[src/rtl/blank_pkg.sv]
package blank_pkg;

  localparam int unsigned RATE_W    = 4;
  localparam int unsigned LEVEL_W   = 8;
  localparam int unsigned RATE_LO   = 1;
  localparam int unsigned RATE_HI   = 10;
  localparam int unsigned LEVEL_TOP = 255;

  // Saturate a requested flash rate into the supported window
  function automatic logic [RATE_W-1:0] clamp_rate(input logic [RATE_W-1:0] r);
    if (r < RATE_W'(RATE_LO)) return RATE_W'(RATE_LO);
    if (r > RATE_W'(RATE_HI)) return RATE_W'(RATE_HI);
    return r;
  endfunction

endpackage

[src/rtl/blank_prescaler.sv]
module blank_prescaler #(
  parameter int unsigned TICK_DIV = 100
) (
  input  logic clk,
  input  logic rst,
  output logic tick
);

  generate
    if (TICK_DIV <= 1) begin : g_pass
      assign tick = 1'b1;
    end else begin : g_div
      localparam int unsigned PW = $clog2(TICK_DIV);
      logic [PW-1:0] cnt;

      assign tick = (cnt == PW'(TICK_DIV - 1));

      always_ff @(posedge clk) begin
        if (rst)       cnt <= '0;
        else if (tick) cnt <= '0;
        else           cnt <= cnt + PW'(1);
      end
    end
  endgenerate

endmodule

[src/rtl/blank_setting_map.sv]
module blank_setting_map
  import blank_pkg::*;
#(
  parameter int unsigned CNT_W           = 20,
  parameter int unsigned DIM_PERIOD      = 200,
  parameter int unsigned DIM_MIN         = 4,
  parameter int unsigned FLASH_TICKS_1HZ = 1000000
) (
  input  logic               flash_sel,
  input  logic [RATE_W-1:0]  flash_rate,
  input  logic [LEVEL_W-1:0] dim_level,
  output logic [CNT_W-1:0]   nxt_per,
  output logic [CNT_W-1:0]   nxt_low
);

  localparam int unsigned SPAN   = DIM_PERIOD - 2 * DIM_MIN;
  localparam int unsigned PROD_W = CNT_W + LEVEL_W;
  localparam int unsigned N_RATE = 2 ** RATE_W;

  // Flash period per rate code, folded to constants at elaboration
  logic [CNT_W-1:0] per_tbl [N_RATE];

  generate
    for (genvar k = 0; k < N_RATE; k++) begin : g_tbl
      localparam int unsigned DIVISOR = (k == 0) ? 1 : k;
      localparam int unsigned PER_K   =
        (k >= RATE_LO && k <= RATE_HI) ? FLASH_TICKS_1HZ / DIVISOR : 0;
      assign per_tbl[k] = CNT_W'(PER_K);
    end
  endgenerate

  logic [RATE_W-1:0]  rate_c;
  logic [CNT_W-1:0]   flash_per;
  logic [PROD_W-1:0]  prod;
  logic [CNT_W-1:0]   dim_w;

  assign rate_c    = clamp_rate(flash_rate);
  assign flash_per = per_tbl[rate_c];
  assign prod      = PROD_W'(dim_level) * PROD_W'(SPAN);
  assign dim_w     = CNT_W'(PROD_W'(DIM_MIN) + prod / PROD_W'(LEVEL_TOP));

  always_comb begin
    if (flash_sel) begin
      nxt_per = flash_per;
      nxt_low = flash_per >> 1;
    end else begin
      nxt_per = CNT_W'(DIM_PERIOD);
      nxt_low = dim_w;
    end
  end

endmodule

[src/rtl/blank_period_ctr.sv]
module blank_period_ctr #(
  parameter int unsigned CNT_W = 20
) (
  input  logic             clk,
  input  logic             rst,
  input  logic             tick,
  input  logic [CNT_W-1:0] cur_per,
  input  logic [CNT_W-1:0] cur_low,
  output logic [CNT_W-1:0] ph_cnt,
  output logic             boundary,
  output logic             blank_n
);

  assign boundary = tick && (ph_cnt == cur_per - CNT_W'(1));

  always_ff @(posedge clk) begin
    if (rst) begin
      ph_cnt  <= '0;
      blank_n <= 1'b1;
    end else begin
      if (tick) ph_cnt <= boundary ? '0 : ph_cnt + CNT_W'(1);
      blank_n <= (ph_cnt >= cur_low);
    end
  end

endmodule

[src/rtl/blank_gen.sv]
module blank_gen
  import blank_pkg::*;
#(
  parameter int unsigned TICK_DIV        = 100,
  parameter int unsigned DIM_PERIOD      = 200,
  parameter int unsigned DIM_MIN         = 4,
  parameter int unsigned FLASH_TICKS_1HZ = 1000000
) (
  input  logic               clk,
  input  logic               rst,
  input  logic               flash_sel,
  input  logic [RATE_W-1:0]  flash_rate,
  input  logic [LEVEL_W-1:0] dim_level,
  output logic               blank_n
);

  localparam int unsigned MAX_PER = (FLASH_TICKS_1HZ > DIM_PERIOD) ? FLASH_TICKS_1HZ : DIM_PERIOD;
  localparam int unsigned CNT_W   = $clog2(MAX_PER + 1);

  logic             tick;
  logic             boundary;
  logic [CNT_W-1:0] ph_cnt;
  logic [CNT_W-1:0] nxt_per, nxt_low;
  logic [CNT_W-1:0] cur_per, cur_low;

  blank_prescaler #(.TICK_DIV(TICK_DIV)) u_pre (
    .clk  (clk),
    .rst  (rst),
    .tick (tick)
  );

  blank_setting_map #(
    .CNT_W          (CNT_W),
    .DIM_PERIOD     (DIM_PERIOD),
    .DIM_MIN        (DIM_MIN),
    .FLASH_TICKS_1HZ(FLASH_TICKS_1HZ)
  ) u_map (
    .flash_sel (flash_sel),
    .flash_rate(flash_rate),
    .dim_level (dim_level),
    .nxt_per   (nxt_per),
    .nxt_low   (nxt_low)
  );

  // Settings are captured only when a period wraps
  always_ff @(posedge clk) begin
    if (rst) begin
      cur_per <= CNT_W'(DIM_PERIOD);
      cur_low <= CNT_W'(DIM_MIN);
    end else if (boundary) begin
      cur_per <= nxt_per;
      cur_low <= nxt_low;
    end
  end

  blank_period_ctr #(.CNT_W(CNT_W)) u_ctr (
    .clk     (clk),
    .rst     (rst),
    .tick    (tick),
    .cur_per (cur_per),
    .cur_low (cur_low),
    .ph_cnt  (ph_cnt),
    .boundary(boundary),
    .blank_n (blank_n)
  );

endmodule

[config.mk]
export PLATFORM = sky130hd
export DESIGN_NAME = blank_gen
export DESIGN_NICKNAME = d
export VERILOG_FILES = /design/src/rtl/blank_pkg.sv /design/src/rtl/blank_prescaler.sv /design/src/rtl/blank_setting_map.sv /design/src/rtl/blank_period_ctr.sv /design/src/rtl/blank_gen.sv
export SDC_FILE = /design/constraint.sdc
export NUM_CORES = 1
export LEC_CHECK = 0
export BUFFER_PORTS_ARGS = -buffer_cell sky130_fd_sc_hd__buf_2
export CAP_MARGIN = 25
export CORE_MARGIN = 2
export CORE_UTILIZATION = 65
export DETAILED_ROUTE_END_ITERATION = 6
export PLACE_DENSITY = 0.84
export SYNTH_ARGS = -nofsm -noshare
export SYNTH_HDL_FRONTEND = slang
export SYNTH_HIERARCHICAL = 1
export SYNTH_SLANG_ARGS = --single-unit
[constraint.sdc]
create_clock -name clk -period 10.8 [get_ports clk]
set_input_delay 0 -clock clk [delete_from_list [all_inputs] [get_ports clk]]
set_output_delay 0 -clock clk [all_outputs]
set_load 0.02 [all_outputs]
# After elaboration in Yosys (flattened, before gate mapping)
# Memories as Yosys holds them, arrays and structs flattened.
# Cells that the tools add are included.
[word_totals]
mem_count = 1
regBits = 68
mem_bits_ro = 320
elab_cells = 33
[classes]
reduce_logical = 2
n_bitwise = 1
muxes = 12
n_eq_ne = 2
div_mod_pow = 1
n_mul = 1
add_sub_neg = 4
order_cmp = 4
[mem_list]
columns = ["memory", "words", "word_bits", "rd", "rd_ports_with_merged_regs", "write_ports", "line_no", "text"]
rows = [
  ["(no name shown)", 16, 20, 1, 0, 0, "blank_setting_map.sv:38", "assign flash_per = per_tbl[rate_c];"],
]
[ops]
columns = ["operator", "count"]
rows = [
  ["$mux W20", 5],
  ["$div A16 B8 Y28 const B", 1],
  ["$add A20 B1 Y20 const B", 1],
  ["$add A3 B20 Y20 const A", 1],
  ["$eq A20 B20 Y1", 1],
  ["$ge A20 B20 Y1", 1],
  ["$sub A20 B1 Y20 const B", 1],
  ["$mux W4", 4],
  ["$mul A8 B2 Y10 const B", 1],
  ["$add A7 B1 Y7 const B", 1],
  ["$eq A7 B7 Y1 const B", 1],
  ["$ge A5 B5 Y1 const B", 1],
  ["$not A4 Y5", 1],
  ["$gt A4 B4 Y1 const B", 1],
  ["$lt A4 B1 Y1 const B", 1],
  ["$mux W1", 3],
  ["$reduce_or A2 Y1", 1],
  ["$logic_and A1 B1 Y1", 1],
]

# Logic depth before layout (Yosys ltp)
[logic_depth]
ltp_word = 10
mapped_depth = 46
ltp_nobuf = 45

# Modules after synthesis
# Netlist, hierarchy kept.
[modules_own_cells]
columns = ["module", "instances", "cells_each", "area_per_inst_um2", "seq_area_each_um2"]
rows = [
  ["blank_setting_map", 1, 402, 2826.5, 0.0],
  ["blank_period_ctr", 1, 254, 2124.5, 420.4],
  ["blank_gen", 1, 129, 1463.9, 800.8],
  ["blank_prescaler", 1, 33, 306.5, 140.1],
]

# Least setup slack after synthesis
# Ideal clock, no wire load.
[synth_path]
path_type = "input to register"
from = "input port dim_level[0]"
to = "register cur_low[0]"
arrival_ps = 8184
n_path_buf = 0
required_ps = 10683
setup_slack_ps = 2499
stages = 42
cell_sequence = "ha_1 -> fa_1 -> a21o_1 -> a221o_1 -> xnor2_4 -> o211ai_4 -> o211ai_1 -> a221o_1 -> a211oi_4 -> mux2i_1 -> ha_1 -> o31a_1 -> o21ai_1 -> mux2i_1 -> o211a_1 -> ha_1 -> o311ai_0 -> a211oi_4 -> [6 not listed] -> a22o_2 -> nor3_1 -> nor2_1 -> ha_1 -> o211ai_1 -> nor2_2 -> xnor2_1 -> ha_1 -> inv_1 -> nor2_1 -> or4b_1 -> a211oi_1 -> nor2_1 -> a221o_1 -> o31ai_1 -> a31oi_1 -> mux2i_1 -> nor2_1"
[synth_between]
elab_chain_len = 4
[synth_lines]
columns = ["element", "line_no", "text"]
rows = [
  ["from (decl)", "blank_gen.sv:13", "input logic [LEVEL_W-1:0] dim_level,"],
  ["$mul A8 B2 Y10", "blank_setting_map.sv:39", "assign prod = PROD_W'(dim_level) * PROD_W'(SPAN);"],
  ["$div A16 B8 Y28", "blank_setting_map.sv:40", "assign dim_w = CNT_W'(PROD_W'(DIM_MIN) + prod / PROD_W'(LEVEL_TOP));"],
  ["$add A3 B20 Y20", "blank_setting_map.sv:40", ""],
  ["$mux W20", "blank_setting_map.sv:43", "if (flash_sel) begin"],
  ["net nxt_low[0]", "blank_gen.sv:23", "logic [CNT_W-1:0] nxt_per, nxt_low;"],
  ["to (signal assigned)", "blank_gen.sv:49", "cur_low <= CNT_W'(DIM_MIN);"],
  ["to (signal assigned)", "blank_gen.sv:52", "cur_low <= nxt_low;"],
  ["to (decl)", "blank_gen.sv:24", "logic [CNT_W-1:0] cur_per, cur_low;"],
]
# The timed path passes the listed nets, and every way through them passes these cells.
# A chain may end at the register's enable or synchronous reset.

# Worst setup path after layout
[layout_path]
from = "input port dim_level[1]"
to = "register cur_low[0]"
# The elaborated chain is that of the path after synthesis.

==> summary.md <==
| Metric | Value |
|---|---|
| IO Port Bufs | 15 |
| Hold Buf Count CTS | 0 |
| GP Congestion | 0.950 |
| Worst skew pair latency | roughly 0.36 ns |
| Worst r2r dst | cur_low[2] |
| Final wirelength | 16500 microns |
| Peak VDD IR | between 80 and 90 uV |
| CP Capture Type | flip-flop |
| H-Tree Depth | 3 |
| Yosys top cell by area | dfxtp_1 |
| Die H | 106 microns |
| Worst-Margin Slew | around 0.82 ns |
| Placed insts | 936 |
| Total Power | 983 uW |
| Post-synth cell types | 109 |
| Grt met1 use | 38.8% |
| Synth Instances | approximately 820 |
| TritonRoute pass-1 iters | 6 |
| Core area | approximately 10000 sq um |
| Number of clock sinks | 68 |
| DP HPWL | 12600 microns |
| CP max stage delay | about 0.55 ns |
| TritonCTS clock tree | built |
| Min-Delay Path Class | in -> reg |
| Filler cells | approximately 850 |
| Setup slack, reg-to-reg | 7.00 ns |
| Most common cell after layout, fill and taps aside | nor2_1 |
| Worst setup margin | 1.40 ns |
| Worst setup startpoint | dim_level[1] |
| Final setup vio count | 0 |
| RSZ-0062 raised after global routing | false |
| Register Area | 1360 sq um |
| Root Driver | clkbuf_8 |
| PD cells | 142 nW/um^2 |
| Total grt overflow | 0 |
| CTS clk-pin slew, worst paths | 0.08 ns |
| Die area | 11200 sq um |
| WP depth | 43 |
| Max-cap violations | 0 |
| Initial DRC Count | 425 |
| Routed vias | 6159 |
| Relative slew slack | 44.3% |
| CP Class | in -> reg |
| Global-route wire length before repair | 27500 microns |
| Final Max Slew Viols | 0 |
| Crit-path leading delay family | compound AO/OA/AOI/OAI gates |
| Yosys warns | 6 |
| Largest net degree at the start of global routing | between 40 and 50 |
| Via density per instance | approximately 6.5 |
| Setup TNS | 0 ns |
| Clock buffer depth | 2 |
| Net Sw Frac | approximately two fifths |
| Rows | 37 |
| GR Util met2 | 49.7% |
| Num ports | 16 |
| Vias in the first global route | about 5800 |
| Leakage | around 0.0027 uW |
| Startpoint Class | input pin |
| Synth Cell Area | 6720 sq um |
| CP endpoint | cur_low[0] |
| ANT cells | 0 |
| Top cell by count, worst path | ha_1 |
| GRT Util Overall | between 20% and 30% |
| P_int | 572 uW |
| Clock power frac | about a quarter |
| GR Layer Usage met3 | 5.88% |
| Reg2reg start | cur_per[0] |
| Register area share after synthesis | 20.3% |
| Comb power frac | 49.9% |
| Net count, final | approximately 900 |
| Psw | 410 uW |
| Yosys top cell area share | 20.3% |
| Skew final | slightly below 0.01 ns |
| Status | completed |
| Share of synthesized registers carrying an async set or reset | 0% |
| Number of synthesized flops with an enable pin | 0 |
| Pre-CTS worst setup slack | 1.20 ns |
| Footprint of the multi-input gates | roughly 4900 sq um |
| Worst path slowest cell | a211oi_4 |
| Num CTS Buffers | 9 |
| Number of cells on the worst reg-to-reg path | 11 |
| Crit Path Max Fanout | 9 |
| Final hold vios | 0 |
| Main area contributors after synthesis | dfxtp_1, ha_1, mux2i_1 |
| Commonest cells after routing, fill and taps aside | nor2_1, dfxtp_1, nand2_1 |
| Hold path depth | 5 |
| Post_cts resized | 0 |
| Post-route DRC | 0 |
| Synthesis-stage register bit count | 68 |
| Fin cells | roughly 950 |
| Crit path buffers/inverters | 2 |
| Initial Util | 66.0% |
| Busiest grt layer | met2 |
| Hold_ws | 0.144 ns |
| Fin crit share | 87.1% |
| Routed WL per cell | 17.4 microns |
| Sequential Power Share | 25.7% |
| Area delta synth->final | 3.20% |
| Share of layout cells above drive strength 1 | between 10% and 20% |
| Worst EP arrival | 9.63 ns |
| Detail Route Antenna Nets | 0 |
| Mapped Nets | slightly below 900 |
| Chip Width | 106 microns |
| Worst EP required | 11.02 ns |
| Synthesized area per cell | around 8.2 sq um |
| Fmax | between 100 and 150 MHz |
| Antenna violations before repair | 0 |
| Main synth FF type | dfxtp_1 |
| Postcts setup bufs | 0 |
| Minimum clock period | roughly 9.4 ns |
==> power groups by stage <==
| stage | Clock (uW) | Sequential [uW] | Combinational [uW] |
|---|---|---|---|
| floorplan | 0 | 259 | 391 |
| finish | 239 | 253 | 491 |
| CTS | 241 | 253 | 482 |
| global placement | 0 | 259 | 471 |
| detailed placement | 0 | 259 | 478 |
| global route | 250 | 253 | 537 |
==> sequential cells by signal, indices dropped and copies added (netlist names) <==
signal and count:
cur_low 20, u_ctr/blank_n 1, u_ctr/ph_cnt 20, cur_per 20, u_pre/g_div.cnt 7
==> final cells by class <==
cell class                      count  share of cell area [%]
Sequential cell                    68                    19.6
Clock inverter                      6                    1.26
Inverter                           43                    2.33
Tap cell                          136                    2.45
Multi-Input combinational cell    672                    71.0
Timing Repair Buffer               17                    1.30
Clock buffer                       10                    1.98
==> cells by family after synthesis <==
family | after synthesis | synth area share (%)
mux | 50 | 7.65
flops | 68 | 20.3
compound gates | 191 | 22.0
buf+inv | 78 | 6.52
fa+ha+maj | 50 | 9.42
other cells | 1 | 0.0558
xor+xnor | 59 | 8.64
simple gates | 321 | 25.4
==> stage by stage <==
stage	area, sq um	util, %
finish	6940	68.1
global route	6940	68.1
CTS	6940	68.1
global placement	6710	65.9
floorplan	6720	-
detailed placement	6710	65.9
==> worst min-delay path: stages <==
cell and delay, ns:
buf_2 0.12, nand2_1 0.08, a31oi_1 0.08, mux2i_1 0.13
nor2_1 0.05
==> per-layer routing <==
layer	vias up	share of wire, %
met5	-	0
met4	0	2.3
met3	37	6.2
met2	219	47
met1	2944	45
li1	2959	-
==> cells in the mapped netlist, types with 5 or more instances <==
| master | n |
|---|---|
| nor3_1 | 13 |
| o211ai_1 | 14 |
| nand2b_1 | 9 |
| a211oi_1 | 12 |
| a31oi_1 | 9 |
| and2_1 | 9 |
| a21oi_1 | 34 |
| o21ai_0 | 23 |
| ha_1 | 49 |
| or3_1 | 6 |
| a21o_1 | 17 |
| mux2i_1 | 44 |
| nor2_1 | 105 |
| clkbuf_1 | 12 |
| and3_1 | 18 |
| buf_4 | 10 |
| nand3_1 | 33 |
| xnor2_1 | 24 |
| nand4_1 | 17 |
| dfxtp_1 | 68 |
| a211o_1 | 7 |
| xor2_1 | 29 |
| nor2b_1 | 10 |
| nand2_1 | 54 |
| buf_6 | 5 |
| inv_1 | 40 |
==> how the worst min path moves through the flow <==
stage | startpoint | end | slack (ns)
2_1_floorplan | rst | u_ctr/ph_cnt[1] | 0.10
3_3_place_gp | u_ctr/blank_n | blank_n | 0.42
3_5_place_dp | u_ctr/blank_n | blank_n | 0.43
4_1_cts | flash_rate[0] | cur_low[9] | 0.13
5_1_grt | flash_sel | cur_per[6] | 0.19
6_report | flash_rate[0] | cur_low[9] | 0.14
No activity file was read; power rests on OpenSTA's default activity.
